[src/rtl/mxc_pkg.sv]
package mxc_pkg;

    localparam int NPH = 3;

    typedef logic [2:0]     sector_t;
    typedef logic [NPH-1:0] phase_set_t;   // bit0 = a, bit1 = b, bit2 = c
    typedef logic [NPH-1:0] leg_vec_t;     // bit0 = u, bit1 = v, bit2 = w

    localparam phase_set_t PH_A = 3'b001;
    localparam phase_set_t PH_B = 3'b010;
    localparam phase_set_t PH_C = 3'b100;

    typedef struct packed {
        phase_set_t p_rail;
        phase_set_t n_rail;
    } rail_sel_t;

    typedef struct packed {
        logic       valid;
        phase_set_t p_rail;
        phase_set_t n_rail;
        leg_vec_t   legs;
    } gate_cmd_t;

    typedef enum logic [2:0] {
        SEG_HEAD,
        SEG_V1_IN,
        SEG_V2,
        SEG_V1_OUT,
        SEG_TAIL,
        SEG_IDLE
    } seg_t;

    function automatic logic sector_ok(input sector_t s);
        return (s >= 3'd1) && (s <= 3'd6);
    endfunction

    function automatic sector_t next_sector(input sector_t s);
        return (s == 3'd6) ? 3'd1 : s + 3'd1;
    endfunction

    // Rail pair per input sector; second = 1 selects portion 2.
    function automatic rail_sel_t rail_map(input sector_t s, input logic second);
        rail_sel_t r;
        case (s)
            3'd1:    r = second ? {PH_A, PH_C} : {PH_A, PH_B};
            3'd2:    r = second ? {PH_A, PH_C} : {PH_B, PH_C};
            3'd3:    r = second ? {PH_B, PH_A} : {PH_B, PH_C};
            3'd4:    r = second ? {PH_B, PH_A} : {PH_C, PH_A};
            3'd5:    r = second ? {PH_C, PH_B} : {PH_C, PH_A};
            3'd6:    r = second ? {PH_C, PH_B} : {PH_A, PH_B};
            default: r = '0;
        endcase
        return r;
    endfunction

    function automatic leg_vec_t active_vec(input sector_t s);
        leg_vec_t v;
        case (s)
            3'd1:    v = 3'b001;
            3'd2:    v = 3'b011;
            3'd3:    v = 3'b010;
            3'd4:    v = 3'b110;
            3'd5:    v = 3'b100;
            3'd6:    v = 3'b101;
            default: v = 3'b000;
        endcase
        return v;
    endfunction

    // Odd sectors start from a one-leg vector, even ones from a two-leg vector.
    function automatic leg_vec_t zero_vec(input sector_t s);
        return s[0] ? 3'b000 : 3'b111;
    endfunction

endpackage

[src/rtl/mxc_period_timer.sv]
module mxc_period_timer #(
    parameter int CNT_W = 12
) (
    input  logic                   clk,
    input  logic                   rst,
    input  logic [CNT_W-1:0]       period_len,
    input  mxc_pkg::sector_t       in_sector,
    input  mxc_pkg::sector_t       out_sector,
    input  logic [1:0][CNT_W-1:0]  v1_in,
    input  logic [1:0][CNT_W-1:0]  v2_in,
    input  logic [CNT_W-1:0]       zero_in,
    output logic [CNT_W-1:0]       pos,
    output logic                   valid,
    output mxc_pkg::sector_t       in_sec,
    output mxc_pkg::sector_t       out_sec,
    output logic [1:0][CNT_W-1:0]  v1_cnt,
    output logic [1:0][CNT_W-1:0]  v2_cnt,
    output logic [CNT_W-1:0]       zero_cnt
);
    import mxc_pkg::*;

    logic             run_q;
    logic [CNT_W-1:0] pos_q;
    logic [CNT_W-1:0] plen_q;
    logic [CNT_W:0]   pos_next;
    logic             wrap;

    assign pos_next = {1'b0, pos_q} + 1'b1;
    assign wrap     = !run_q || (pos_next >= {1'b0, plen_q});

    always_ff @(posedge clk) begin
        if (rst) begin
            run_q    <= 1'b0;
            pos_q    <= '0;
            plen_q   <= '0;
            valid    <= 1'b0;
            in_sec   <= '0;
            out_sec  <= '0;
            zero_cnt <= '0;
        end else begin
            run_q <= 1'b1;
            if (wrap) begin
                pos_q    <= '0;
                plen_q   <= period_len;
                valid    <= sector_ok(in_sector) && sector_ok(out_sector);
                in_sec   <= in_sector;
                out_sec  <= out_sector;
                zero_cnt <= zero_in;
            end else begin
                pos_q <= pos_next[CNT_W-1:0];
            end
        end
    end

    for (genvar k = 0; k < 2; k++) begin : g_hold
        always_ff @(posedge clk) begin
            if (rst) begin
                v1_cnt[k] <= '0;
                v2_cnt[k] <= '0;
            end else if (wrap) begin
                v1_cnt[k] <= v1_in[k];
                v2_cnt[k] <= v2_in[k];
            end
        end
    end

    assign pos = pos_q;

endmodule

[src/rtl/mxc_pattern.sv]
module mxc_pattern #(
    parameter int CNT_W = 12
) (
    input  logic [CNT_W-1:0]       pos,
    input  logic                   valid,
    input  mxc_pkg::sector_t       in_sec,
    input  mxc_pkg::sector_t       out_sec,
    input  logic [1:0][CNT_W-1:0]  v1_cnt,
    input  logic [1:0][CNT_W-1:0]  v2_cnt,
    input  logic [CNT_W-1:0]       zero_cnt,
    output mxc_pkg::gate_cmd_t     cmd
);
    import mxc_pkg::*;

    localparam int SW = CNT_W + 3;

    logic [SW-1:0] edge_len;
    logic [SW-1:0] to_v2   [2];
    logic [SW-1:0] to_v1b  [2];
    logic [SW-1:0] to_tail [2];
    logic [SW-1:0] plen    [2];

    assign edge_len = SW'(zero_cnt >> 2);

    for (genvar k = 0; k < 2; k++) begin : g_portion
        logic [SW-1:0] v1_head, v1_rest, v2_w;
        assign v1_head    = SW'(v1_cnt[k] >> 1);
        assign v1_rest    = SW'(v1_cnt[k]) - v1_head;
        assign v2_w       = SW'(v2_cnt[k]);
        assign to_v2[k]   = edge_len + v1_head;
        assign to_v1b[k]  = to_v2[k] + v2_w;
        assign to_tail[k] = to_v1b[k] + v1_rest;
        assign plen[k]    = to_tail[k] + edge_len;
    end

    logic          second;
    logic [SW-1:0] pos_w, rel;
    logic [SW-1:0] b_v2, b_v1b, b_tail, b_end;
    seg_t          seg;
    leg_vec_t      legs;
    rail_sel_t     rails;

    always_comb begin
        pos_w  = SW'(pos);
        second = (pos_w >= plen[0]);
        rel    = second ? (pos_w - plen[0]) : pos_w;
        b_v2   = second ? to_v2[1]   : to_v2[0];
        b_v1b  = second ? to_v1b[1]  : to_v1b[0];
        b_tail = second ? to_tail[1] : to_tail[0];
        b_end  = second ? plen[1]    : plen[0];

        if (rel < edge_len)    seg = SEG_HEAD;
        else if (rel < b_v2)   seg = SEG_V1_IN;
        else if (rel < b_v1b)  seg = SEG_V2;
        else if (rel < b_tail) seg = SEG_V1_OUT;
        else if (rel < b_end)  seg = SEG_TAIL;
        else                   seg = SEG_IDLE;

        case (seg)
            SEG_V1_IN, SEG_V1_OUT: legs = active_vec(out_sec);
            SEG_V2:                legs = active_vec(next_sector(out_sec));
            default:               legs = zero_vec(out_sec);
        endcase

        rails = rail_map(in_sec, second);

        cmd.valid  = valid;
        cmd.legs   = legs;
        cmd.p_rail = valid ? rails.p_rail : '0;
        cmd.n_rail = valid ? rails.n_rail : '0;
    end

endmodule

[src/rtl/mxc_deadtime.sv]
module mxc_deadtime #(
    parameter int N        = 12,
    parameter int DEAD_CYC = 3
) (
    input  logic         clk,
    input  logic         rst,
    input  logic [N-1:0] cmd,
    output logic [N-1:0] gate
);
    localparam int          DW   = (DEAD_CYC < 1) ? 1 : $clog2(DEAD_CYC + 1);
    localparam logic [DW-1:0] DMAX = DW'(DEAD_CYC);

    for (genvar i = 0; i < N; i++) begin : g_sw
        logic [DW-1:0] held_q;
        always_ff @(posedge clk) begin
            if (rst || !cmd[i])      held_q <= '0;
            else if (held_q != DMAX) held_q <= held_q + 1'b1;
        end
        assign gate[i] = cmd[i] && (held_q == DMAX);
    end

endmodule

[src/rtl/mxc_gate_seq.sv]
module mxc_gate_seq #(
    parameter int CNT_W    = 12,
    parameter int DEAD_CYC = 3
) (
    input  logic             clk,
    input  logic             rst,
    input  logic             fault,
    input  logic [CNT_W-1:0] period_len,
    input  logic [2:0]       in_sector,
    input  logic [2:0]       out_sector,
    input  logic [CNT_W-1:0] p1_v1_cnt,
    input  logic [CNT_W-1:0] p1_v2_cnt,
    input  logic [CNT_W-1:0] p2_v1_cnt,
    input  logic [CNT_W-1:0] p2_v2_cnt,
    input  logic [CNT_W-1:0] zero_cnt,
    output logic [2:0]       line_p_fwd,
    output logic [2:0]       line_p_rev,
    output logic [2:0]       line_n_fwd,
    output logic [2:0]       line_n_rev,
    output logic [2:0]       leg_hi,
    output logic [2:0]       leg_lo
);
    import mxc_pkg::*;

    localparam int NG = 4 * NPH;

    logic [CNT_W-1:0]      pos;
    logic                  valid;
    sector_t               in_sec, out_sec;
    logic [1:0][CNT_W-1:0] v1_cnt, v2_cnt;
    logic [CNT_W-1:0]      zero_lat;
    gate_cmd_t             cmd;
    logic [NG-1:0]         gate_cmd, gate_raw, gate_live;
    logic                  fault_q;

    mxc_period_timer #(.CNT_W(CNT_W)) u_timer (
        .clk        (clk),
        .rst        (rst),
        .period_len (period_len),
        .in_sector  (in_sector),
        .out_sector (out_sector),
        .v1_in      ({p2_v1_cnt, p1_v1_cnt}),
        .v2_in      ({p2_v2_cnt, p1_v2_cnt}),
        .zero_in    (zero_cnt),
        .pos        (pos),
        .valid      (valid),
        .in_sec     (in_sec),
        .out_sec    (out_sec),
        .v1_cnt     (v1_cnt),
        .v2_cnt     (v2_cnt),
        .zero_cnt   (zero_lat)
    );

    mxc_pattern #(.CNT_W(CNT_W)) u_pattern (
        .pos      (pos),
        .valid    (valid),
        .in_sec   (in_sec),
        .out_sec  (out_sec),
        .v1_cnt   (v1_cnt),
        .v2_cnt   (v2_cnt),
        .zero_cnt (zero_lat),
        .cmd      (cmd)
    );

    assign gate_cmd = {cmd.n_rail,
                       cmd.p_rail,
                       cmd.valid ? ~cmd.legs : 3'b000,
                       cmd.valid ?  cmd.legs : 3'b000};

    mxc_deadtime #(.N(NG), .DEAD_CYC(DEAD_CYC)) u_dead (
        .clk  (clk),
        .rst  (rst),
        .cmd  (gate_cmd),
        .gate (gate_raw)
    );

    always_ff @(posedge clk) begin
        if (rst) fault_q <= 1'b0;
        else     fault_q <= fault_q | fault;
    end

    assign gate_live  = gate_raw & {NG{~fault_q}};
    assign leg_hi     = gate_live[2:0];
    assign leg_lo     = gate_live[5:3];
    assign line_p_fwd = gate_live[8:6];
    assign line_p_rev = gate_live[8:6];
    assign line_n_fwd = gate_live[11:9];
    assign line_n_rev = gate_live[11:9];

endmodule

[config.mk]
export PLATFORM = sky130hd
export DESIGN_NAME = mxc_gate_seq
export DESIGN_NICKNAME = d
export VERILOG_FILES = /design/src/rtl/mxc_pkg.sv /design/src/rtl/mxc_period_timer.sv /design/src/rtl/mxc_pattern.sv /design/src/rtl/mxc_deadtime.sv /design/src/rtl/mxc_gate_seq.sv
export SDC_FILE = /design/constraint.sdc
export NUM_CORES = 1
export LEC_CHECK = 0
export ABC_AREA = 1
export BUFFER_PORTS_ARGS = -buffer_cell sky130_fd_sc_hd__buf_2
export CAP_MARGIN = 20
export CORE_ASPECT_RATIO = 1.2
export CORE_UTILIZATION = 30
export CTS_BUF_LIST = sky130_fd_sc_hd__clkbuf_2 sky130_fd_sc_hd__clkbuf_4 sky130_fd_sc_hd__clkbuf_8
export DETAILED_ROUTE_END_ITERATION = 16
export PLACE_DENSITY = 0.44
export RECOVER_POWER = 50
export SYNTH_ARGS = -nofsm -noshare
export SYNTH_HDL_FRONTEND = slang
export SYNTH_SLANG_ARGS = --single-unit
[constraint.sdc]
create_clock -name clk -period 15.3 [get_ports clk]
set_input_delay 2.295 -clock clk [delete_from_list [all_inputs] [get_ports clk]]
set_output_delay 2.295 -clock clk [all_outputs]
set_load 0.02 [all_outputs]
==> results.toml <==
[status]
status = "complete, but fails checks"
violations = "max-capacitance violations, max-slew violations"

[floorplan]
core_sq_mm = 0.0427
ios = 99
rows = 83
die_h_microns = 230
fp.dieArea_sq_mm = 0.0440
die_x_microns = 192
start_util_pct = 30.3

[power]
ir_drop_v = 0.000103
internal-power_mw = 1.29
power.density_mw_per_mm2 = 209
p_sw_share_pct = 56.7
total_power_mw = 2.99
p_sw_mw = 1.70
p_clk_share_pct = 8.9
sequentialPowerShare_pct = 11.6
comb_power_share_pct = 79.5
leakage_nw = 7.63

[final_layout]
antenna_cells = 0
nets = 2310
final_util_pct = 33.5
drive_above_1_share_pct = 9.05
area_delta_synth_final_pct = 10.5

[synthesis]
synth_common_cells = "372 x nand2_1, 282 x inv_1, 209 x ha_1, 186 x nor2_1, 181 x a21oi_1"
synth-seq-area-share_pct = 17.8
ys.flop_type = "dfxtp_1"
synth_edf_count = 0
yosysWarningCount = 0
synthArstFlopShare_pct = 0
syn_area_sq_mm = 0.0129
synthCells = 1935
synth_top_area_share_pct = 20.2
synth_seq_cells = 115
synthTopCellsByArea = "ha_1 20%, dfxtp_1 18%, nand2_1 11%"
avgSynthCellArea_sq_um = 6.69
synth.distinct_cells = 48
synth_area_leader_cell = "ha_1"
synth.most_common_cell = "nand2_1"
synth_fp_nets = 2236

[timing]
rsz0062_at_grt = "false"
finClkSkew_ns = 0.0187
hold_ws_ns = 0.466
max_slew_margin_pct = -59.4
fmax_ghz = 0.0754
finalSetupViolCount = 0
final-hold-violation-count = 0
tightest_slew_ns = 2.39
slew_viol_final = 220
min_period_over_period_pct = 86.6
finalSetupTns_ns = 0
finalCriticalPeriod_ns = 13.26

[global_route]
grtUsageTotal_pct = 19.0
grt_first_pass_wirelength_microns = 63700
grt-ovfl-total = 0
grt_antenna_before_repair = 0
grt_max_degree = 61
grt_pass1_vias = 11500

[detailed_routing]
routedWlPerCell_microns = 15.8
wl_microns = 40700
ant_nets = 0
drc = 0
dr.pass1.iters = 5
vias = 12200
vias_per_cell = 4.74
drtIter0Drc = 620

[critical_path]
critPathSlowestCell = "dfxtp_1"
criticalPathCategory = "register to primary output"
max_stage_delay_ns = 0.57
worstPathMaxFanout = 25
crit_path_end_kind = "primary output"
crit_top_cell = "nand2_1"
cp-start-kind = "register"
r2r_slack_ns = 4.93
worstPathRequired_ns = 13.01
worstPathArrival_ns = 10.96

[clock_network]
cts-hold-fix-buffers = 0
clkTransAtPathRegs_ns = 0.08
clockBufferDepth = 2
clock-sinks = 115
clkLatencyLatePin_ns = 0.49
numCtsBuffers = 17
htreeDepth = 4
root_buffer = "clkbuf_8"
post_cts_resized = 0
cts_setup_buffers = 0
cts_tree = "built"

[place]
place_hpwl_microns = 33700
globalplace.congestion = 0.895
portBuffers = 96

[worst_hold_path]
min_path_type = "register to register"

[flow_run]
drv_cap = 4
metal layers:
metal | vias to the layer above | routed length [microns] | track usage, %
li1 | 6513 | - | -
met1 | 5484 | 19500 | 24.8
met2 | 166 | 19400 | 32.4
met3 | 37 | 1010 | 2.33
met4 | 0 | 743 | 5.08
met5 | - | 0 | 0
power by group through the flow:
stage,logic (mW),clock network [mW],registers (mW)
detailed placement,2.38,0,0.354
CTS,2.39,0.279,0.347
global placement,2.36,0,0.354
finish,2.38,0.267,0.346
global route,2.71,0.291,0.350
floorplan,1.81,0,0.341
cell families (layout without fill, tap and decap cells):
| group | Yosys count | count (layout) | synth area share (%) |
|---|---|---|---|
| fa+ha+maj | 220 | 220 | 21.9 |
| compound gates | 392 | 392 | 16.2 |
| buf+inv | 338 | 424 | 10.2 |
| mux | 19 | 19 | 1.47 |
| flops | 115 | 115 | 17.8 |
| simple gates | 731 | 731 | 24.2 |
| xor+xnor | 120 | 120 | 8.18 |
metrics by stage:
stage	setup WS, ns	cell area, sq um	instances
after floorplan	4.54	12900	1935
after global placement	2.52	14000	2542
after detailed placement	2.59	14000	2542
after CTS	1.98	14300	2573
after global routing	1.08	14300	2573
final	2.04	14300	2573
worst max-delay path: cells and delay by family (launching register included):
family / cells / cell delay, ns
AO/OA/AOI/OAI: 9 / 2.23
XOR/XNOR: 4 / 0.89
adder cells (fa/ha/maj): 6 / 2.10
buffers and inverters: 9 / 1.65
flip-flops: 1 / 0.57
AND/OR/NAND/NOR: 23 / 3.04
final cells by class:
class	count	area, sq um
repair buffers	109	567
inverters	284	1070
flip-flops and latches	115	2300
clock inverters	11	82.6
fillers	4683	28400
multi-input cells	1482	9330
well taps	552	691
clock buffers	20	263
registers in the layout (all words and copies together), names as in the netlist:
register	count
u_dead.g_sw.held_q	24
u_timer.v1_cnt	24
u_timer.v2_cnt	24
u_timer.plen_q	12
u_timer.pos	12
u_timer.zero_cnt	10
u_timer.in_sec	3
u_timer.out_sec	3
fault_q	1
u_timer.run_q	1
u_timer.valid	1
final timing paths:
kind,end,depth (start not counted),from
setup / recovery,leg_lo[0],51,u_timer.zero_cnt[3]$_SDFFE_PP0P_
hold / removal,u_timer.plen_q[10]$_SDFFE_PP0P_,2,u_timer.plen_q[10]$_SDFFE_PP0P_
setup reg to reg,u_dead.g_sw[3].held_q[0]$_SDFFE_PP0P_,50,u_timer.zero_cnt[3]$_SDFFE_PP0P_
hold reg to reg,u_timer.plen_q[10]$_SDFFE_PP0P_,2,u_timer.plen_q[10]$_SDFFE_PP0P_
cell usage in the layout (no fill, tap or decap), types with 10 or more instances in the layout:
cell      instances
fa_1             11
nand4_1          32
xor2_1           88
nor2_1          186
xnor2_1          31
nor3_1           23
o21ai_0         150
dfxtp_1         115
buf_2            96
nand2_1         372
inv_1           282
nand3_1          69
a21oi_1         181
buf_4            10
clkbuf_8         18
ha_1            209
nand2_2          11
mux2i_1          19
or2_2            11
o21bai_1         12
No activity file was read; power rests on OpenSTA's default activity.
